`src/rtl/challoc_pkg.sv`:
```
package challoc_pkg;

    localparam int MAX_CH = 32;

    // Priority class of a channel: 0 is the most preferred.
    function automatic int cls_of(input int ch);
        return (ch % 16) / 4;
    endfunction

    // Highest class number that the search visits for a pool of n channels.
    function automatic int top_cls(input int n);
        return ((n - 1) % 16) / 4;
    endfunction

    // Bit set for every channel that the search can ever reach.
    function automatic logic [MAX_CH-1:0] reach_mask(input int n);
        logic [MAX_CH-1:0] m;
        m = '0;
        for (int i = 0; i < MAX_CH; i++) begin
            if (i < n && cls_of(i) <= top_cls(n)) begin
                m[i] = 1'b1;
            end
        end
        return m;
    endfunction

endpackage

```
`src/rtl/ch_release_dec.sv`:
```
module ch_release_dec #(
    parameter int NUM_CH = 32,
    parameter int IDX_W  = 5
) (
    input  logic              valid_i,
    input  logic [IDX_W-1:0]  idx_i,
    output logic [NUM_CH-1:0] mask_o
);

    // An index outside the pool matches no bit and is dropped.
    always_comb begin
        for (int i = 0; i < NUM_CH; i++) begin
            mask_o[i] = valid_i && (idx_i == IDX_W'(i));
        end
    end

endmodule

```
`src/rtl/ch_class_pick.sv`:
```
module ch_class_pick #(
    parameter int NUM_CH = 32,
    parameter int IDX_W  = 5,
    parameter int CLS    = 0
) (
    input  logic [NUM_CH-1:0] free_i,
    output logic              hit_o,
    output logic [IDX_W-1:0]  idx_o
);

    // Lowest free member of class CLS; a descending walk lets the last write win.
    always_comb begin
        hit_o = 1'b0;
        idx_o = '0;
        for (int i = NUM_CH - 1; i >= 0; i--) begin
            if (challoc_pkg::cls_of(i) == CLS && free_i[i]) begin
                hit_o = 1'b1;
                idx_o = IDX_W'(i);
            end
        end
    end

endmodule

```
`src/rtl/ch_class_arb.sv`:
```
module ch_class_arb #(
    parameter int NUM_CLS = 4,
    parameter int IDX_W   = 5
) (
    input  logic [NUM_CLS-1:0]            hit_i,
    input  logic [NUM_CLS-1:0][IDX_W-1:0] idx_i,
    output logic                          found_o,
    output logic [IDX_W-1:0]              idx_o
);

    // Class 0 is the most preferred; a descending walk leaves the lowest class with a hit.
    always_comb begin
        found_o = 1'b0;
        idx_o   = '0;
        for (int c = NUM_CLS - 1; c >= 0; c--) begin
            if (hit_i[c]) begin
                found_o = 1'b1;
                idx_o   = idx_i[c];
            end
        end
    end

endmodule

```
`src/rtl/challoc_top.sv`:
```
module challoc_top #(
    parameter int NUM_CH = 32
) (
    input  logic                                          clk,
    input  logic                                          rst_n,
    input  logic                                          alloc_req,
    input  logic                                          rel_valid,
    input  logic [((NUM_CH > 1) ? $clog2(NUM_CH) : 1)-1:0] rel_idx,
    output logic                                          gnt_valid,
    output logic                                          gnt_fail,
    output logic [((NUM_CH > 1) ? $clog2(NUM_CH) : 1)-1:0] gnt_idx,
    output logic [NUM_CH-1:0]                             busy_map
);

    localparam int IDX_W   = (NUM_CH > 1) ? $clog2(NUM_CH) : 1;
    localparam int NUM_CLS = challoc_pkg::top_cls(NUM_CH) + 1;

    typedef struct packed {
        logic [NUM_CH-1:0] busy;
        logic              valid;
        logic              fail;
        logic [IDX_W-1:0]  idx;
    } state_t;

    state_t st_d, st_q;

    logic [NUM_CH-1:0]             rel_mask;
    logic [NUM_CH-1:0]             busy_rel;
    logic [NUM_CH-1:0]             free_vec;
    logic [NUM_CLS-1:0]            cls_hit;
    logic [NUM_CLS-1:0][IDX_W-1:0] cls_idx;
    logic                          pick_found;
    logic [IDX_W-1:0]              pick_idx;

    ch_release_dec #(.NUM_CH(NUM_CH), .IDX_W(IDX_W)) u_rel (
        .valid_i (rel_valid),
        .idx_i   (rel_idx),
        .mask_o  (rel_mask)
    );

    // The release takes effect before the search.
    assign busy_rel = st_q.busy & ~rel_mask;
    assign free_vec = ~busy_rel;

    for (genvar c = 0; c < NUM_CLS; c++) begin : g_cls
        ch_class_pick #(.NUM_CH(NUM_CH), .IDX_W(IDX_W), .CLS(c)) u_pick (
            .free_i (free_vec),
            .hit_o  (cls_hit[c]),
            .idx_o  (cls_idx[c])
        );
    end

    ch_class_arb #(.NUM_CLS(NUM_CLS), .IDX_W(IDX_W)) u_arb (
        .hit_i   (cls_hit),
        .idx_i   (cls_idx),
        .found_o (pick_found),
        .idx_o   (pick_idx)
    );

    always_comb begin
        st_d       = st_q;
        st_d.busy  = busy_rel;
        st_d.valid = alloc_req;
        st_d.fail  = 1'b0;
        st_d.idx   = '0;
        if (alloc_req) begin
            if (pick_found) begin
                st_d.busy[pick_idx] = 1'b1;
                st_d.idx            = pick_idx;
            end else begin
                st_d.fail = 1'b1;
            end
        end
    end

    always_ff @(posedge clk or negedge rst_n) begin
        if (!rst_n) begin
            st_q <= '0;
        end else begin
            st_q <= st_d;
        end
    end

    assign gnt_valid = st_q.valid;
    assign gnt_fail  = st_q.fail;
    assign gnt_idx   = st_q.idx;
    assign busy_map  = st_q.busy;

endmodule

```
`config.mk`:
```
export PLATFORM = sky130hd
export DESIGN_NAME = challoc_top
export DESIGN_NICKNAME = d
export VERILOG_FILES = /design/src/rtl/challoc_pkg.sv /design/src/rtl/ch_release_dec.sv /design/src/rtl/ch_class_pick.sv /design/src/rtl/ch_class_arb.sv /design/src/rtl/challoc_top.sv
export SDC_FILE = /design/constraint.sdc
export NUM_CORES = 1
export LEC_CHECK = 0
export BUFFER_PORTS_ARGS = -buffer_cell sky130_fd_sc_hd__buf_2
export CAP_MARGIN = 0
export CORE_MARGIN = 10
export CORE_UTILIZATION = 40
export DETAILED_ROUTE_END_ITERATION = 16
export PLACE_DENSITY = 0.62
export SLEW_MARGIN = 20
export SYNTH_ARGS = -nofsm -noshare
export SYNTH_HDL_FRONTEND = slang
export SYNTH_HIERARCHICAL = 1
export SYNTH_SLANG_ARGS = --single-unit
```
`constraint.sdc`:
```
create_clock -name clk -period 5.7 [get_ports clk]
set_clock_uncertainty 0.1 [all_clocks]
set_input_delay 1.14 -clock clk [delete_from_list [all_inputs] [get_ports clk]]
set_output_delay 1.14 -clock clk [all_outputs]
set_load 0.01 [all_outputs]
```
Word level (Yosys, flattened, before mapping)

Cells that the tools add are included.

Logic and storage cells: 154
Register bits after elaboration: 39

Equal/unequal tests: 31
Magnitude comparators: 2
Multiplexer cells: 79
Bitwise operators: 4
Reductions and logical operators: 34

Operators with widths:

| cell               | count |
|---|---|
| $mux 5             | 37 |
| $eq 5x5->1 const B | 16 |
| $mux 32            | 2 |
| $not 32->32        | 2 |
| $eq 5x4->1 const B | 8 |
| $mux 1             | 38 |
| $logic_and 1x1->1  | 33 |
| $and 32x32->32     | 1 |
| $or 32x32->32      | 1 |
| $eq 5x3->1 const B | 4 |
| $eq 5x2->1 const B | 2 |
| $lt 5x6->1 const B | 1 |
| $mux 6             | 1 |
| $demux 1 s5        | 1 |
| $eq 5x1->1 const B | 1 |
| $ge 5x1->1 const B | 1 |
| $logic_not 5->1    | 1 |

Longest topological paths before layout

Depth after elaboration: 24
Depth in mapped cells: 12

Hierarchy

The synthesis kept the hierarchy.

By module, submodules not included:

| module                               | instances | area an instance (µm²) | cells each |
|---|---|---|---|
| challoc_top                          | 1         | 1510.2                 | 127 |
| ch_release_dec                       | 1         | 230.2                  | 47 |
| ch_class_pick at g_cls[1].u_pick ... | 2         | 100.1                  | 17 |
| ch_class_arb                         | 1         | 157.7                  | 25 |
| ch_class_pick at g_cls[0].u_pick     | 1         | 98.8                   | 16 |
| ch_class_pick at g_cls[3].u_pick     | 1         | 96.3                   | 16 |

Worst setup path after synthesis

No wires, ideal clock.

Kind: input to register
From: input rel_idx[1] (netlist bit)
To: register st_q (netlist bit busy_map[5])
Arrival: 3.352 ns
Required time: 5.522 ns
Path slack: 2.170 ns
Stages: 11
Library setup time: 0.078 ns
Path buffers: 2
Cells stage by stage: or2_2 > clkbuf_1 > nor2_1 > nand2b_1 > nor4_1 > nand2_1 > buf_6 > nand3b_1 > a31oi_1 > or3b_1 > o21ai_1

RTL lines:

| item                   | line              | RTL |
|---|---|---|
| start: declaration     | challoc_top.sv:8  | `input logic [((NUM_CH > 1) ? $clog2(NUM_CH) : 1)-1:0] rel_idx,` |
| end signal: assignment | challoc_top.sv:80 | `st_q <= st_d;` |
| end: declaration       | challoc_top.sv:25 | `state_t st_d, st_q;` |

==> flow_summary_export.csv <==
group,metric,value,unit
place,place_worst_setup_slack,1.36,ns
cells_and_area,final_layout_size_suffix_gt1_frac,0.195,
pwr,pwr_density_cell,435,nW/um2
route,via_per_inst,5.39,
critical_path,worstPathMaxFanout,10,
route,dr_total_vias,2043,
critical_path,cp_common_cell,"sky130_fd_sc_hd__nand2b_1",
die,io_pins,48,
cells_and_area,num-nets-final,315,
die,die-area,9160,um2
sta,report.final.setup_viol,0,
sta,layout_worst_path_cycle_share,0.710,
global_routing,globalRoute.totalOverflow,0,
place,gp_congestion,0.915,
critical_path,critPathMaxStageDelay,0.47,ns
sta,fin_ws,1.65,ns
global_routing,global_route.usage.total,0.147,
critical_path,cp_data_arrival_time,4.15,ns
synth,syn_inst,265,
run_status,status,"complete, no violations",
global_routing,grt_pass1_vias,2018,
worst_hold_path,min-delay-path-class,"reg2reg",
clock_tree,postCtsResizedCells,0,
synth,post_synth_instance_area,2290,um2
worst_hold_path,holdCritStartpoint,"busy_map[27]",
critical_path,regToRegSetupSlack,2.80,ns
die,fp-row-count,27,
synth,post-synth-top-count-cell,"sky130_fd_sc_hd__nor2_1",
cells_and_area,fill_cells,557,
worst_hold_path,hold-path-endpoint,"busy_map[27]",
route,first_pass_iters,4,
die,core-area,5540,um2
synth,netlist.top_cell.by_area,"sky130_fd_sc_hd__dfrtp_1",
cells_and_area,post_layout_nonfiller_instances,379,
global_routing,pin_count_of_the_biggest_net_entering_global_routing,40,
die,floorplan.die.height,95.7,um
global_routing,number_of_antenna_violations_at_the_first_check_in_global_routing,0,
sta,maxClockFrequency,247,MHz
critical_path,reg2regPathDepth,8,
sta,totalNegativeSetupSlack,0,ns
cells_and_area,count_of_inserted_antenna_diode_cells,0,
critical_path,worstSetupStartpointType,"primary input",
clock_tree,root_buffer,"sky130_fd_sc_hd__clkbuf_8",
place,detailed_place.area,2530,um2
route,detailedRoute.firstIterationViolations,159,
clock_tree,post_cts_hold_buffer_count,0,
synth,async_reset_ff_frac,1.00,
synth,synth_common_cells,"sky130_fd_sc_hd__nor2_1, sky130_fd_sc_hd__dfrtp_1, sky130_fd_sc_hd__nand2b_1",
sta,grt_setup_unrepaired,"false",
clock_tree,cts.path.max_buffers,2,
sta,period_minus_slack,4.05,ns
place,dp_cells,371,
synth,count_of_different_cell_masters_after_synthesis,34,
clock_tree,post-cts-setup-buffers,0,
run,drv_cap,0,
synth,proportion_of_synthesized_chip_area_in_sequential_cells,0.426,
pwr,vdd_drop_max,0.145,mV
synth,synth-warning-count,6,
sta,final-max-slew-violation-count,0,
die,dieWidth,95.7,um
route,route.detailed.wl_per_inst,16.9,um
synth,synth_enable_flop_cells,0,
worst_hold_path,min_path_cells,2,
cells_and_area,postLayoutCellArea,2630,um2
die,floorplan.initialDensity,0.414,
clock_tree,clk_pin_slew,0.07,ns
critical_path,cp_required,5.80,ns
cells_and_area,synthToLayoutAreaGrowth,14.7,%
global_routing,grt_first_pass_wirelength,10500,um
sta,hold_viol,0,
critical_path,worst-setup-path-type,"in2reg",
place,detailedPlacementHpwl,4810,um
clock_tree,clk-insertion-delay-late,0.29,ns
synth,yosys.area.top_type_share,0.426,
synth,synth_top_cells_by_area,"sky130_fd_sc_hd__dfrtp_1, sky130_fd_sc_hd__nand2b_1, sky130_fd_sc_hd__nor2_1",
synth,syn_area_per_cell,8.65,um2
sta,timing.max_slew.rel_slack,0.419,
clock_tree,numCtsBuffers,5,
route,route.final.wire_length,6400,um
critical_path,cp_slowest_cell,"sky130_fd_sc_hd__a21oi_1",
route,ant_nets,0,
critical_path,worstSetupEndpointType,"register",
critical_path,worst_r2r_endpoint,"busy_map[23]",
critical_path,worstReg2RegStart,"busy_map[24]",
sta,worst_pin_slew,0.872,ns
clock_tree,cts_tree,"built",
place,buffer_ports.inserted,47,
critical_path,timing.critical_path.cells,"buf_2 > nand2b_1 > nor2_1 > nand2b_1 > nor4_1 > nand2_1 > nor2b_4 > a22oi_1 > a21oi_1 > nand4_1 > o21ai_0",
pwr,leakagePower,1.19,nW
synth,postSynthRegisterBits,39,
route,remaining_routing_drc_violations,0,
pwr,power.total,1.15,mW
clock_tree,tritoncts_num_sinks,39,
clock_tree,cts-htree-levels,2,
synth,postSynth.topFlopCell,"sky130_fd_sc_hd__dfrtp_1",
## logic make-up (layout without fill, tap and decap cells)
group	count (synthesis)	count (layout)	share of synthesized area
simple gates	139	139	0.361
buf+inv	19	60	0.0486
flops	39	39	0.426
other cells	3	4	0.00491
compound gates	65	65	0.160
## metrics by stage
step / utilization / hold slack [ns]
2_1_floorplan: - / 0.476
3_3_place_gp: 0.457 / 0.448
3_5_place_dp: 0.457 / 0.453
4_1_cts: 0.475 / 0.469
5_1_grt: 0.475 / 0.529
6_report: 0.475 / 0.460
## layout make-up
cell class	instances	area, um2	area share
clock buffer	8	100	0.0381
timing repair buffer	47	235	0.0894
inverter	5	18.8	0.00714
multi-input combinational	208	1210	0.460
tap	72	90.1	0.0343
sequential	39	976	0.371
## placed cells by master, fill, tap and decap left out, types with 5 or more instances in the layout
| master | instances |
|---|---|
| sky130_fd_sc_hd__o21ai_0 | 22 |
| sky130_fd_sc_hd__a21oi_1 | 10 |
| sky130_fd_sc_hd__inv_1 | 5 |
| sky130_fd_sc_hd__dfrtp_1 | 39 |
| sky130_fd_sc_hd__or3b_1 | 5 |
| sky130_fd_sc_hd__and3_1 | 5 |
| sky130_fd_sc_hd__nand3b_1 | 6 |
| sky130_fd_sc_hd__nand2_1 | 8 |
| sky130_fd_sc_hd__nand4b_1 | 6 |
| sky130_fd_sc_hd__o21ai_1 | 15 |
| sky130_fd_sc_hd__clkbuf_8 | 7 |
| sky130_fd_sc_hd__nand2b_1 | 35 |
| sky130_fd_sc_hd__buf_2 | 47 |
| sky130_fd_sc_hd__nor2b_1 | 9 |
| sky130_fd_sc_hd__nor2_1 | 45 |
## flip-flops by register name, indices dropped and copies added, names as in the netlist
register   flops
gnt_valid      1
busy_map      32
gnt_idx        5
gnt_fail       1
## where the power goes
group / total, mW / switching [mW] / internal, mW
logic: 0.532 / 0.342 / 0.190
registers: 0.409 / 0.0446 / 0.364
clock network: 0.205 / 0.0943 / 0.110
## how the worst max path moves through the flow
stage,depth (start not counted),start,endpoint,slack (ns)
after floorplan,11,rel_idx[1],busy_map[5],2.17
after global routing,11,rel_idx[1],busy_map[21],1.27
final,11,rel_idx[1],busy_map[23],1.65
after detailed placement,11,rel_idx[1],busy_map[1],1.36
after CTS,11,rel_idx[1],busy_map[21],1.62
after global placement,11,rel_idx[1],busy_map[21],1.46
## metal layers
metal | vias to the layer above | track usage | part of all wire
li1 | 1010 | - | -
met1 | 974 | 0.194 | 0.44
met2 | 54 | 0.234 | 0.49
met3 | 5 | 0.0296 | 0.064
met4 | 0 | 0.0491 | 0.013
met5 | - | 0 | 0
## worst max-delay path, delay by kind of cell
family          cells  cell delay, ns
simple gates        7            2.05
compound gates      3            0.86
buf+inv             1            0.10
No activity file was read; power rests on OpenSTA's default activity.
